**src/rtl/sram_ft_pkg.sv**
```systemverilog
// Shared cycle classification for the flow-through SRAM controller.
package sram_ft_pkg;
    typedef enum logic [2:0] {
        CYC_IDLE,   // unselected, no strobe: no access
        CYC_DESEL,  // strobe with failed chip selects
        CYC_BEGIN,  // new burst from external address
        CYC_CONT,   // advance to next burst offset
        CYC_SUSP    // hold current burst address
    } cyc_kind_t;
endpackage

```
**src/rtl/sram_cyc_decode.sv**
```systemverilog
// Cycle decoder: classifies the sampled controls into one cycle kind and
// produces the per-lane write strobes. Assumes all inputs are sampled
// at the same rising edge; purely combinational.
module sram_cyc_decode
    import sram_ft_pkg::*;
#(
    parameter int LANES = 2
) (
    input  logic             sel_q,
    input  logic             cs1_n,
    input  logic             cs2,
    input  logic             cs3_n,
    input  logic             astb_cpu_n,
    input  logic             astb_ctl_n,
    input  logic             burst_adv_n,
    input  logic             wr_all_n,
    input  logic             wr_byte_n,
    input  logic [LANES-1:0] lane_sel_n,
    output cyc_kind_t        kind,
    output logic [LANES-1:0] lane_we
);
    logic cpu_eff, strobe, cs_ok, wr_req, is_write;
    logic [LANES-1:0] lane_pick;

    // Strobe qualification and write-request decode.
    always_comb begin
        cpu_eff   = !astb_cpu_n && !cs1_n;
        strobe    = cpu_eff || !astb_ctl_n;
        cs_ok     = !cs1_n && cs2 && !cs3_n;
        wr_req    = !wr_all_n || (!wr_byte_n && (lane_sel_n != '1));
        lane_pick = !wr_all_n ? '1 : (!wr_byte_n ? ~lane_sel_n : '0);
    end

    // Cycle classification and read/write selection.
    always_comb begin
        if (strobe)
            kind = cs_ok ? CYC_BEGIN : CYC_DESEL;
        else if (sel_q)
            kind = burst_adv_n ? CYC_SUSP : CYC_CONT;
        else
            kind = CYC_IDLE;
        case (kind)
            CYC_BEGIN:          is_write = !cpu_eff && wr_req;
            CYC_CONT, CYC_SUSP: is_write = wr_req;
            default:            is_write = 1'b0;
        endcase
        lane_we = is_write ? lane_pick : '0;
    end
endmodule

```
**src/rtl/sram_burst_seq.sv**
```systemverilog
// Burst sequencer for the low address bits: keeps the burst base and a
// wrapping offset, and returns the low bits that apply to the current edge.
// Assumes load and step are never both set.
module sram_burst_seq #(
    parameter int CW = 2
) (
    input  logic          clk,
    input  logic          rst_n,
    input  logic          load,
    input  logic          step,
    input  logic          ilv_order,
    input  logic [CW-1:0] base_in,
    output logic [CW-1:0] low_now
);
    logic [CW-1:0] base_q, cnt_q, base_d, cnt_d;

    // Next base and offset for this edge.
    always_comb begin
        base_d = load ? base_in : base_q;
        cnt_d  = load ? '0 : (step ? cnt_q + 1'b1 : cnt_q);
        low_now = ilv_order ? (base_d ^ cnt_d) : (base_d + cnt_d);
    end

    // Burst state registers.
    always_ff @(posedge clk) begin
        if (!rst_n) begin
            base_q <= '0;
            cnt_q  <= '0;
        end else begin
            base_q <= base_d;
            cnt_q  <= cnt_d;
        end
    end
endmodule

```
**src/rtl/sram_lane_array.sv**
```systemverilog
// Behavioural storage split into independently written byte lanes.
// Asynchronous read, synchronous write; no reset of contents.
module sram_lane_array #(
    parameter int AW    = 8,
    parameter int LANES = 2,
    parameter int LW    = 9
) (
    input  logic                clk,
    input  logic [LANES-1:0]    we,
    input  logic [AW-1:0]       waddr,
    input  logic [LANES*LW-1:0] wdata,
    input  logic [AW-1:0]       raddr,
    output logic [LANES*LW-1:0] rdata
);
    localparam int DEPTH = 1 << AW;

    for (genvar g = 0; g < LANES; g++) begin : g_lane
        logic [LW-1:0] cells [DEPTH];
        // Lane write port.
        always_ff @(posedge clk) begin
            if (we[g]) cells[waddr] <= wdata[g*LW +: LW];
        end
        assign rdata[g*LW +: LW] = cells[raddr];
    end
endmodule

```
**src/rtl/sram_ft_ctrl.sv**
```systemverilog
// Flow-through SRAM cycle controller top. Registers the access address and
// the drive-mask state; read data flows from storage without an output
// register. Assumes ilv_order is static while a burst is in progress.
module sram_ft_ctrl
    import sram_ft_pkg::*;
#(
    parameter int AW    = 8,
    parameter int LANES = 2,
    parameter int LW    = 9,
    parameter int CW    = 2
) (
    input  logic                clk,
    input  logic                rst_n,
    input  logic [AW-1:0]       addr,
    input  logic                cs1_n,
    input  logic                cs2,
    input  logic                cs3_n,
    input  logic                astb_cpu_n,
    input  logic                astb_ctl_n,
    input  logic                burst_adv_n,
    input  logic                wr_all_n,
    input  logic                wr_byte_n,
    input  logic [LANES-1:0]    lane_sel_n,
    input  logic                ilv_order,
    input  logic                out_en_n,
    input  logic [LANES*LW-1:0] wdata,
    output logic [LANES*LW-1:0] rdata,
    output logic                bus_drive
);
    localparam int HW = AW - CW;

    cyc_kind_t        kind;
    logic [LANES-1:0] lane_we;
    logic [CW-1:0]    low_now;
    logic [HW-1:0]    hi_q, hi_now;
    logic [AW-1:0]    eff_addr, addr_q;
    logic             sel_q, rd_q, mask_q, hold_q;
    logic             is_begin, access, wr_any;

    sram_cyc_decode #(.LANES(LANES)) u_dec (
        .sel_q(sel_q), .cs1_n(cs1_n), .cs2(cs2), .cs3_n(cs3_n),
        .astb_cpu_n(astb_cpu_n), .astb_ctl_n(astb_ctl_n),
        .burst_adv_n(burst_adv_n), .wr_all_n(wr_all_n),
        .wr_byte_n(wr_byte_n), .lane_sel_n(lane_sel_n),
        .kind(kind), .lane_we(lane_we)
    );

    sram_burst_seq #(.CW(CW)) u_seq (
        .clk(clk), .rst_n(rst_n), .load(is_begin),
        .step(kind == CYC_CONT), .ilv_order(ilv_order),
        .base_in(addr[CW-1:0]), .low_now(low_now)
    );

    sram_lane_array #(.AW(AW), .LANES(LANES), .LW(LW)) u_mem (
        .clk(clk), .we(lane_we), .waddr(eff_addr), .wdata(wdata),
        .raddr(addr_q), .rdata(rdata)
    );

    // Effective address for the access at this edge.
    always_comb begin
        is_begin = (kind == CYC_BEGIN);
        access   = is_begin || (kind == CYC_CONT) || (kind == CYC_SUSP);
        wr_any   = (lane_we != '0);
        hi_now   = is_begin ? addr[AW-1:CW] : hi_q;
        eff_addr = {hi_now, low_now};
    end

    // Selection, access and output-masking state.
    always_ff @(posedge clk) begin
        if (!rst_n) begin
            sel_q  <= 1'b0;
            hi_q   <= '0;
            addr_q <= '0;
            rd_q   <= 1'b0;
            mask_q <= 1'b0;
            hold_q <= 1'b0;
        end else begin
            if (is_begin)             sel_q <= 1'b1;
            else if (kind == CYC_DESEL) sel_q <= 1'b0;
            hi_q   <= hi_now;
            addr_q <= eff_addr;
            rd_q   <= access && !wr_any;
            mask_q <= is_begin && !sel_q;
            if (wr_any)        hold_q <= 1'b1;
            else if (is_begin) hold_q <= 1'b0;
        end
    end

    // Bus drive: read data only, unmasked, with output enable low.
    assign bus_drive = rd_q && !mask_q && !hold_q && !out_en_n;
endmodule

```
**config.mk**
```make
export PLATFORM = sky130hd
export DESIGN_NAME = sram_ft_ctrl
export DESIGN_NICKNAME = d
export VERILOG_FILES = /design/src/rtl/sram_ft_pkg.sv /design/src/rtl/sram_cyc_decode.sv /design/src/rtl/sram_burst_seq.sv /design/src/rtl/sram_lane_array.sv /design/src/rtl/sram_ft_ctrl.sv
export SDC_FILE = /design/constraint.sdc
export NUM_CORES = 2
export LEC_CHECK = 0
export BUFFER_PORTS_ARGS = -buffer_cell sky130_fd_sc_hd__buf_2
export CAP_MARGIN = 0
export CORE_MARGIN = 2
export CORE_UTILIZATION = 55
export DETAILED_ROUTE_END_ITERATION = 16
export MAX_ROUTING_LAYER = met4
export PLACE_DENSITY = 0.71
export SLEW_MARGIN = 20
export SYNTH_ARGS = -nofsm -noshare
export SYNTH_HDL_FRONTEND = slang
export SYNTH_MEMORY_MAX_BITS = 65536
export SYNTH_SLANG_ARGS = --single-unit
```
**constraint.sdc**
```tcl
create_clock -name clk -period 11.54 [get_ports clk]
set_clock_uncertainty 0.1 [all_clocks]
set_input_delay 1.731 -clock clk [delete_from_list [all_inputs] [get_ports clk]]
set_output_delay 1.731 -clock clk [all_outputs]
set_load 0.05 [all_outputs]
```
==> run summary <==
I/O Buffers: 58
# rows: 210
Synth Register Bits: 4624
Total power: 0.03400 W
# setup viols final: 0
Clk sink count: 4624
Initial core utilization: 0.5516
Die area: 332400 sq um
Setup Crit Path Kind: reg2out
RSZ-0062 raised after global routing: false
Synth Flop Type: edfxtp_1
CP Capture Type: primary output
Clock Pin Slew Worst Setup and Hold Paths: 0.06 ns
Synth Area per Inst: 20.91 sq um
I/O pin cnt: 59
Drt via density: 6.686
Largest net degree at the start of global routing: 151
Cells after synthesis: 8623
CP Launch Type: register
Post-cts resize count: 0
Final Wtd Congestion: 0.8758
Synthesized area: 180300 sq um
Post-synth cell types: 69
Post-Route WL: 451400 um
# hold bufs at CTS: 0
Post-CTS Setup Bufs: 0
Via count: 90050
Fmax: 120.7 MHz
Max_cap viols: 0
CTS root buf: clkbuf_16
Final hold vios: 0
Area contributors post-synth: edfxtp_1 77%, mux4_2 11%, mux2i_1 4.0%
WL/cell: 33.51 um
Clk Latency, worst-skew pair: 0.97 ns
Reg2Reg Depth: 8
Hold Path Class: reg2reg
Dpl hpwl: 265200 um
Pleak: 58.76 nW
Ratio of cells with drive above 1 in the final layout: 0.1959
TritonCTS Buffers: 438
CTS tree: yes
Setup TNS: 0 ns
Ys async rst share: 0
Core area: 326900 sq um
Post-layout nets: 8782
Total grt overflow: 0
Slew Viols, Final: 0
Routed Antenna Nets: 0
Peak VDD IR: 0.0001469 V
Final Cycle Share: 0.7179
Crit-path max FO: 67
Net Count, Synth: 8664
Total global-route track usage: 0.2778
Post-synthesis sequential area ratio: 0.7693
Htree depth: 5
Pwr dens: 171.0 nW/um^2
Rel. slew slack: 0.1896
Router iterations before antenna repair: 6
Worst Hold Path Cells: 1
Number of synthesized flops with an enable pin: 4608
CP required: 9.71 ns
Status: finished, final reports clean
Vias in the first global route: 88730
Worst slew pin tran: 1.213 ns
First-pass GRT wire length: 645200 um
Die Wd: 576.5 um
Layout area overhead: 10.27%
Tmin final: 8.285 ns
Synth area leader: edfxtp_1
Synth warn: 0
Initial antenna violation count: 18
CTS Buffer Depth: 4
Die height: 576.5 um
Top-area cell type share of the netlist area: 0.7675
WP data arrival: 6.45 ns
DR DRC count: 0
1st-iter DRT viols: 12500
[placed cells by master, fill, tap and decap left out, drive strengths merged, types with 185 or more instances in the layout]
cell type	n
clkinv	210
nor2	556
mux2i	729
clkbuf	542
edfxtp	4608
o22ai	185
mux4	900
o221ai	301
buf	200
a21oi	206
[cell type report]
| class | instances | area, sq um |
|---|---|---|
| Antenna cell | 15 | 37.54 |
| Clock buffer | 524 | 11450 |
| Clock inverter | 282 | 2748 |
| Fill cell | 22140 | 128100 |
| Inverter | 6 | 35.03 |
| Multi-Input combinational cell | 3452 | 38380 |
| Sequential cell | 4624 | 138700 |
| Tap cell | 4346 | 5438 |
| Timing Repair Buffer | 219 | 1994 |
[cells by family (layout without fill, tap and decap cells)]
logic type                 Yosys count  in the layout  synth area share
muxes                             1635           1635            0.1541
and+or+nand+nor                    955            955           0.02287
other                                0             15                 0
xor gates and xnor gates             5              5         0.0003262
buffers and inverters              547           1031           0.02033
adders and majority gates            1              1        0.00006939
DFF                               4624           4624            0.7693
AOI/OAI and AO/OA                  856            856           0.03301
[critical path, stage by stage (launching register included)]
cell and delay, ns:
dfxtp_4 0.64, buf_4 0.65, buf_4 0.87, mux4_2 0.36
mux2i_1 0.19, o2111a_1 0.40, a211oi_1 0.67, nand4b_1 0.36
nor3_2 0.86, buf_2 0.41
[Yosys cell counts (8+ instances only)]
cell type     n
a22o_1       16
nor2b_1      22
buf_4        48
mux2i_1     729
and2_1       12
mux4_2      859
a31oi_1       8
clkbuf_1    228
o22ai_1     185
clkbuf_4      9
dfxtp_1      16
o221ai_1    301
nand3_1      31
nor2_1      556
buf_6        85
nand4_1      16
buf_12       11
a2111oi_0    11
o21ai_0      60
buf_2        96
mux4_1       41
a22oi_1      33
buf_8        40
a21oi_1     206
edfxtp_1   4608
nor4_1       27
nor3_1      128
buf_1        23
a211oi_1     12
nand2_1     124
[layer usage]
metal | up-vias | GRT usage | part of all wire
li1 | 36440 | - | -
met1 | 47440 | 0.3799 | 0.38
met2 | 5367 | 0.4275 | 0.48
met3 | 808 | 0.05086 | 0.099
met4 | 0 | 0.09358 | 0.038
met5 | - | - | 0
[worst paths after layout]
path / start / to / slack, ns
setup reg to reg: sel_q / u_mem.g_lane[1].cells[51][8] / 6.25
hold reg to reg: sel_q / mask_q / 0.38
setup / recovery: register / rdata[7] / 3.25
hold / removal: sel_q / mask_q / 0.38
[report_power, final]
| part | switching, W | internal [W] | total, W | leakage [nW] |
|---|---|---|---|---|
| Sequential | 0.00000905 | 0.0185 | 0.0185 | 41.5 |
| Clock | 0.00621 | 0.00805 | 0.0143 | 6.90 |
| Combinational | 0.000891 | 0.000372 | 0.00126 | 10.3 |
| Total | 0.00711 | 0.0269 | 0.0340 | 58.8 |
[state kept, by name (all words and copies together) (netlist names), named ones only]
register / count
hi_q: 6
u_seq.cnt_q: 2
mask_q: 1
u_mem.g_lane.cells: 4608
u_seq.base_q: 2
rd_q: 1
sel_q: 1
hold_q: 1
[per-stage QoR]
step,cell area (sq um),hold slack (ns),setup WS [ns],instances,util
after floorplan,180300,0.3193,5.464,8623,-
after global placement,184300,0.3520,3.988,12640,0.5640
after detailed placement,184400,0.3627,4.072,12640,0.5643
after CTS,198600,0.3731,3.007,13450,0.6077
after global routing,198800,0.3914,3.133,13470,0.6082
final,198800,0.3794,3.255,13470,0.6082
Note: power is estimated with default switching activity, not from simulation.
